File: src/rtl/pm_evt_pkg.sv
package pm_evt_pkg;
    // status / enable bit positions
    localparam int TMR_BIT    = 0;
    localparam int GLBL_BIT   = 5;
    localparam int PWRBTN_BIT = 8;
    localparam int RTC_BIT    = 10;
    localparam int WAKE_BIT   = 15;
    // control bit positions
    localparam int SCIEN_BIT  = 0;
    localparam int SLPEN_BIT  = 13;
    localparam int SLPTYP_LO  = 10;
    localparam int SLPTYP_W   = 3;

    localparam logic [15:0] SCI_SRC_MASK =
        16'((1 << TMR_BIT) | (1 << GLBL_BIT) | (1 << PWRBTN_BIT) | (1 << RTC_BIT));

    localparam int          OFS_W   = 6;
    localparam logic [5:0]  OFS_STS = 6'h00;
    localparam logic [5:0]  OFS_EN  = 6'h02;
    localparam logic [5:0]  OFS_CTL = 6'h04;
    localparam logic [5:0]  OFS_TMR = 6'h08;

    localparam logic [7:0]  CMD_SCI_ON  = 8'hF1;
    localparam logic [7:0]  CMD_SCI_OFF = 8'hF0;

    typedef enum logic [1:0] {
        SLP_IDLE = 2'd0,
        SLP_OFF  = 2'd1,
        SLP_WAKE = 2'd2
    } slp_state_e;
endpackage

File: src/rtl/pm_tick_timer.sv
module pm_tick_timer #(
    parameter int CNT_W     = 32,
    parameter int OVF_SHIFT = 23
) (
    input  logic             clk,
    input  logic             rst_n,
    input  logic             tick_en,
    input  logic             rearm,
    output logic [CNT_W-1:0] cnt,
    output logic             hit
);
    localparam logic [CNT_W-1:0] STEP  = {{(CNT_W-1){1'b0}}, 1'b1} << OVF_SHIFT;
    localparam logic [CNT_W-1:0] ALIGN = ~(STEP - 1'b1);

    logic [CNT_W-1:0] bound_q;

    always_ff @(posedge clk or negedge rst_n) begin
        if (!rst_n) begin
            cnt     <= '0;
            bound_q <= STEP;
        end else begin
            if (tick_en)
                cnt <= cnt + 1'b1;
            if (rearm)
                bound_q <= (cnt + STEP) & ALIGN;
        end
    end

    assign hit = (cnt >= bound_q);
endmodule

File: src/rtl/pm_sleep_fsm.sv
module pm_sleep_fsm
    import pm_evt_pkg::*;
#(
    parameter int TYP_W = SLPTYP_W
) (
    input  logic             clk,
    input  logic             rst_n,
    input  logic             go,
    input  logic [TYP_W-1:0] typ,
    output logic             off_req,
    output logic             wake_req
);
    slp_state_e state_q, state_d;

    always_ff @(posedge clk or negedge rst_n) begin
        if (!rst_n)
            state_q <= SLP_IDLE;
        else
            state_q <= state_d;
    end

    always_comb begin
        state_d = SLP_IDLE;
        unique case (state_q)
            SLP_IDLE, SLP_OFF, SLP_WAKE: begin
                if (go && typ == TYP_W'(0))
                    state_d = SLP_OFF;
                else if (go && typ == TYP_W'(1))
                    state_d = SLP_WAKE;
            end
            default: state_d = SLP_IDLE;
        endcase
    end

    always_comb begin
        off_req  = (state_q == SLP_OFF);
        wake_req = (state_q == SLP_WAKE);
    end
endmodule

File: src/rtl/pm_evt_regs.sv
module pm_evt_regs
    import pm_evt_pkg::*;
#(
    parameter int ADDR_W    = 16,
    parameter int TMR_W     = 24,
    parameter int CNT_W     = 32,
    parameter int OVF_SHIFT = 23
) (
    input  logic              clk,
    input  logic              rst_n,
    input  logic              bus_wr,
    input  logic              bus_rd,
    input  logic              bus_size32,
    input  logic [ADDR_W-1:0] bus_addr,
    input  logic [15:0]       bus_wdata,
    output logic [31:0]       bus_rdata,
    input  logic              tick_en,
    input  logic              pwrbtn_evt,
    input  logic              apm_wr,
    input  logic [7:0]        apm_data,
    input  logic              smi_en,
    output logic              sci_irq,
    output logic              shutdown_req,
    output logic              reset_req,
    output logic              s3_mark,
    output logic              smi_pulse
);
    localparam int PAD_W = 32 - TMR_W;

    logic [OFS_W-1:0] ofs;
    logic             unused_addr_hi;
    logic [15:0]      sts_q, en_q, ctl_q;
    logic [15:0]      sts_set, sts_clr, ctl_d;
    logic             wr16, sts_wr, en_wr, ctl_wr;
    logic             slp_go, tmr_rearm, tmr_hit, wake_req;
    logic [SLPTYP_W-1:0] slp_typ;
    logic [CNT_W-1:0] tmr_cnt;

    assign ofs            = bus_addr[OFS_W-1:0];
    assign unused_addr_hi = ^bus_addr[ADDR_W-1:OFS_W];
    assign wr16    = bus_wr && !bus_size32;
    assign sts_wr  = wr16 && (ofs == OFS_STS);
    assign en_wr   = wr16 && (ofs == OFS_EN);
    assign ctl_wr  = wr16 && (ofs == OFS_CTL);
    assign slp_go  = ctl_wr && bus_wdata[SLPEN_BIT];
    assign slp_typ = bus_wdata[SLPTYP_LO +: SLPTYP_W];

    assign tmr_rearm = sts_wr && bus_wdata[TMR_BIT] && (sts_q[TMR_BIT] || tmr_hit);

    pm_tick_timer #(.CNT_W(CNT_W), .OVF_SHIFT(OVF_SHIFT)) u_timer (
        .clk     (clk),
        .rst_n   (rst_n),
        .tick_en (tick_en),
        .rearm   (tmr_rearm),
        .cnt     (tmr_cnt),
        .hit     (tmr_hit)
    );

    pm_sleep_fsm #(.TYP_W(SLPTYP_W)) u_sleep (
        .clk      (clk),
        .rst_n    (rst_n),
        .go       (slp_go),
        .typ      (slp_typ),
        .off_req  (shutdown_req),
        .wake_req (wake_req)
    );

    assign reset_req = wake_req;
    assign s3_mark   = wake_req;

    // status set / clear sources
    always_comb begin
        sts_set = '0;
        sts_set[TMR_BIT]    = tmr_hit;
        sts_set[PWRBTN_BIT] = pwrbtn_evt && en_q[PWRBTN_BIT];
        if (slp_go && slp_typ == SLPTYP_W'(1)) begin
            sts_set[WAKE_BIT]   = 1'b1;
            sts_set[PWRBTN_BIT] = 1'b1;
        end
        sts_clr = sts_wr ? bus_wdata : 16'h0000;
    end

    // control next value: bus write first, firmware command on top
    always_comb begin
        ctl_d = ctl_q;
        if (ctl_wr) begin
            ctl_d = bus_wdata;
            ctl_d[SLPEN_BIT] = 1'b0;
        end
        if (apm_wr && apm_data == CMD_SCI_ON)
            ctl_d[SCIEN_BIT] = 1'b1;
        else if (apm_wr && apm_data == CMD_SCI_OFF)
            ctl_d[SCIEN_BIT] = 1'b0;
    end

    always_ff @(posedge clk or negedge rst_n) begin
        if (!rst_n) begin
            sts_q     <= '0;
            en_q      <= '0;
            ctl_q     <= '0;
            smi_pulse <= 1'b0;
        end else begin
            sts_q     <= (sts_q | sts_set) & ~sts_clr;
            if (en_wr)
                en_q <= bus_wdata;
            ctl_q     <= ctl_d;
            smi_pulse <= apm_wr && smi_en;
        end
    end

    assign sci_irq = |(sts_q & en_q & SCI_SRC_MASK);

    always_comb begin
        bus_rdata = '0;
        if (bus_rd) begin
            if (!bus_size32) begin
                case (ofs)
                    OFS_STS: bus_rdata = {16'h0000, sts_q};
                    OFS_EN:  bus_rdata = {16'h0000, en_q};
                    OFS_CTL: bus_rdata = {16'h0000, ctl_q};
                    default: bus_rdata = '0;
                endcase
            end else if (ofs == OFS_TMR) begin
                bus_rdata = {{PAD_W{1'b0}}, tmr_cnt[TMR_W-1:0]};
            end
        end
    end
endmodule

File: config.mk
export PLATFORM = sky130hd
export DESIGN_NAME = pm_evt_regs
export DESIGN_NICKNAME = d
export VERILOG_FILES = /design/src/rtl/pm_evt_pkg.sv /design/src/rtl/pm_tick_timer.sv /design/src/rtl/pm_sleep_fsm.sv /design/src/rtl/pm_evt_regs.sv
export SDC_FILE = /design/constraint.sdc
export NUM_CORES = 1
export LEC_CHECK = 0
export BUFFER_PORTS_ARGS = -buffer_cell sky130_fd_sc_hd__buf_4
export CAP_MARGIN = 10
export CORE_UTILIZATION = 35
export CTS_CLUSTER_DIAMETER = 150
export DETAILED_ROUTE_END_ITERATION = 6
export PLACE_DENSITY = 0.56
export SKIP_LAST_GASP = 1
export SLEW_MARGIN = 20
export SYNTH_ARGS = -nofsm -noshare
export SYNTH_HDL_FRONTEND = slang
export SYNTH_SLANG_ARGS = --single-unit
File: constraint.sdc
create_clock -name clk -period 6.2 [get_ports clk]
set_input_delay 0 -clock clk [delete_from_list [all_inputs] [get_ports clk]]
set_output_delay 0 -clock clk [all_outputs]
set_load 0.02 [all_outputs]
==> impl_metrics.csv <==
group,metric,value,unit
global_route,first_global_vias,3468,
worst_setup_path,crit_slowest_cell,"or4_1",
final_layout,fill_cells,1204,
sta,grt_setup_unrepaired,"no",
status,status,"finished with violations",
logic_synthesis,async_flop_share,1.00,
worst_setup_path,worstPathArrival,2520,ps
clock_tree,cts_tree,"done",
hold_path,timing.hold.worst.start,"bus_addr[1]",
worst_setup_path,crit_path_start,"u_timer.cnt[18]",
sta,slew_viol_final,0,
sta,setup_ws,3910,ps
global_route,grt_overflow,0,
drt,vias,3483,
clock_tree,postCtsSetupRepairBufs,0,
placement,io_buffer_count,67,
hold_path,hold_class,"input pin to flop",
pwr,ir_drop,192,uV
worst_setup_path,cp_cell_sequence,"or4_1 > nor4_1 > a211oi_1 > a21oi_4 > mux2_4",
floorplanning,die_h,117,um
global_route,grt_pass1_wl,17.8,mm
sta,setup_viol,0,
worst_setup_path,critPathCaptureType,"flop",
logic_synthesis,synthCells,413,
placement,dp_slack,3570,ps
sta,worstMarginPinSlew,923,ps
drt,route.detailed.drc,1,
logic_synthesis,synth_compound_area_frac,0.100,
clock_tree,clk_pin_slew,60,ps
worst_setup_path,critPathRequiredTime,6430,ps
worst_setup_path,crit_family,"simple AND/OR/NAND/NOR gates",
global_route,grt_max_degree,52,
logic_synthesis,seq_area_frac_synth,0.492,
placement,place_congestion,0.798,
placement,dp.final_hpwl,7.74,mm
clock_tree,cts.sinks,91,
drt,drt_iter0_drc,298,
floorplanning,dieArea,13700,um2
logic_synthesis,synthAdderAreaFrac,0.0324,
logic_synthesis,dominantRegCellSynth,"dfrtp_1",
global_route,grt_usage,0.175,
logic_synthesis,synth.avg_cell_area,11.2,um2
sta,finalCritPeriodShare,0.369,
worst_setup_path,startpoint_type,"flop",
sta,fin_tns_setup,0,ps
clock_tree,htreeDepth,3,
worst_setup_path,r2r_setup_slack,3910,ps
logic_synthesis,synth_top_family_by_area,"simple AND/OR/NAND/NOR gates",
sta,slew_headroom,0.382,
pwr,power_density,244,nW/um2
pwr,p_leak,2.70,nW
clock_tree,cts_buffer_depth,2,
final_layout,diodes,0,
logic_synthesis,ys_types,41,
sta,fmax,438,MHz
sta,hold_viol,0,
status,violations,"design-rule violations",
logic_synthesis,synth_xor_area_frac,0.0718,
clock_tree,clock-root-buffer,"clkbuf_16",
final_layout,layout_commonest_cell,"dfrtp_1",
sta,whs,94.7,ps
sta,worst_clock_skew,5.55,ps
worst_setup_path,rr_startpoint,"u_timer.cnt[18]",
floorplanning,fp.dieW,117,um
floorplanning,num_rows,41,
drt,via_per_inst,5.10,
logic_synthesis,synth-seq-cells,91,
drt,wl,11.0,mm
drt,drt-pass1-iter-count,7,
drt,ant_nets,0,
worst_setup_path,slowest_delay,560,ps
logic_synthesis,synth_simple_gate_area_share,0.166,
floorplanning,start_util,0.363,
hold_path,hold_depth,3,
final_layout,nNetsFinal,567,
worst_setup_path,worst-path-buf-inv,0,
worst_setup_path,rr_worst_depth,5,
global_route,antenna_found_initial,0,
sta,min_period,2290,ps
clock_tree,cts_made_buffers,9,
floorplanning,core_area,12800,um2
floorplanning,top_level_ports,86,
final_layout,drive_gt1_frac,0.260,
logic_synthesis,synth_area,4630,um2
logic_synthesis,yosys_warnings,0,
logic_synthesis,synth_edf_count,0,
clock_tree,clock_latency,350,ps
logic_synthesis,synth.area.mux_share,0.0967,
final_layout,final_cell_mix,"dfrtp_1, buf_4, nand2_1",
drt,wl_per_cell,16.1,um
worst_setup_path,path_max_fanout,9,
job,maxCapViolCount,0,
worst_setup_path,worstSetupPathType,"flop to flop",
final_layout,area_growth,26.4,%
worst_setup_path,cp_num_cells,5,
## what timing repair did
action	4_1_cts	5_1_grt
gates resized for setup	0	0
hold buffers	26	0
endpoints found under the hold margin	92	0
## flip-flops by register name (all words and copies together) (netlist names)
signal,flops
u_timer.cnt,32
en_q,16
sts_q,16
ctl_q,15
u_timer.bound_q,9
u_sleep.state_q,2
smi_pulse,1
## final cells by class
type	count	area [um2]	share of cell area
clock buffers	9	225	0.0385
inverters	12	45.0	0.00769
well taps	172	215	0.0368
multi-input cells	294	2200	0.375
flip-flops and latches	91	2280	0.389
repair buffers	98	801	0.137
clock inverters	7	92.6	0.0158
## metal layers
| layer | GRT usage | vias to the layer above | share of wire |
|---|---|---|---|
| li1 | - | 1653 | - |
| met5 | 0 | - | 0 |
| met1 | 0.221 | 1749 | 0.44 |
| met3 | 0.0479 | 12 | 0.041 |
| met2 | 0.292 | 69 | 0.50 |
| met4 | 0.0557 | 0 | 0.015 |
## cells by family after synthesis
family          count (synthesis)
compound gates                 63
xor+xnor                       38
fa+ha+maj                      12
buf+inv                        35
flops                          91
mux                            40
other cells                     1
simple gates                  133
## Yosys cell counts (3+ instances only)
| cell type | instances | share of area |
|---|---|---|
| a22oi_1 | 5 | 0.0081 |
| and3_1 | 14 | 0.019 |
| o21ai_0 | 21 | 0.023 |
| nor3_1 | 7 | 0.0076 |
| inv_1 | 12 | 0.0097 |
| mux2i_1 | 8 | 0.017 |
| nor2_1 | 6 | 0.0049 |
| clkbuf_1 | 7 | 0.0057 |
| and4_1 | 5 | 0.0095 |
| nand3_1 | 12 | 0.013 |
| nor4_1 | 3 | 0.0041 |
| a21boi_0 | 14 | 0.023 |
| ha_1 | 12 | 0.032 |
| xnor2_1 | 32 | 0.060 |
| buf_2 | 4 | 0.0043 |
| mux2_2 | 30 | 0.073 |
| xor2_1 | 6 | 0.011 |
| nand2b_1 | 4 | 0.0054 |
| dfrtp_1 | 90 | 0.49 |
| and2_1 | 20 | 0.027 |
| nor2b_1 | 3 | 0.0041 |
| a222oi_1 | 15 | 0.032 |
| nand4_1 | 8 | 0.011 |
| nand2_1 | 38 | 0.031 |
| buf_4 | 10 | 0.016 |
| a21oi_1 | 4 | 0.0043 |
## worst min-delay path: stages
cell and delay, ps:
buf_4 110, nor4b_4 100, a21boi_0 180
## report_power, final
| group | internal (mW) | leakage, nW | switching [mW] |
|---|---|---|---|
| clock | 0.351 | 0.147 | 0.233 |
| combinational | 0.0794 | 1.36 | 0.0746 |
| sequential | 0.640 | 1.19 | 0.0480 |
| total | 1.07 | 2.70 | 0.356 |
## final timing paths
| check | end |
|---|---|
| setup / recovery | u_timer.bound_q[24] |
| hold / removal | sts_q[14] |
| setup reg to reg | u_timer.bound_q[24] |
| hold reg to reg | en_q[3] |
| max in group asynchronous | u_timer.cnt[10] |
| min in group asynchronous | u_timer.cnt[19] |
## stage by stage
step / instances / instance area, um2 / util / power [mW]
finish: 683 / 5850 / 0.458 / 1.43
global route: 683 / 5850 / 0.458 / 1.50
CTS: 683 / 5850 / 0.458 / 1.45
global placement: 641 / 5280 / 0.413 / 0.829
floorplan: 420 / 4660 / - / 0.772
detailed placement: 641 / 5280 / 0.413 / 0.837
No activity file was read; power rests on OpenSTA's default activity.
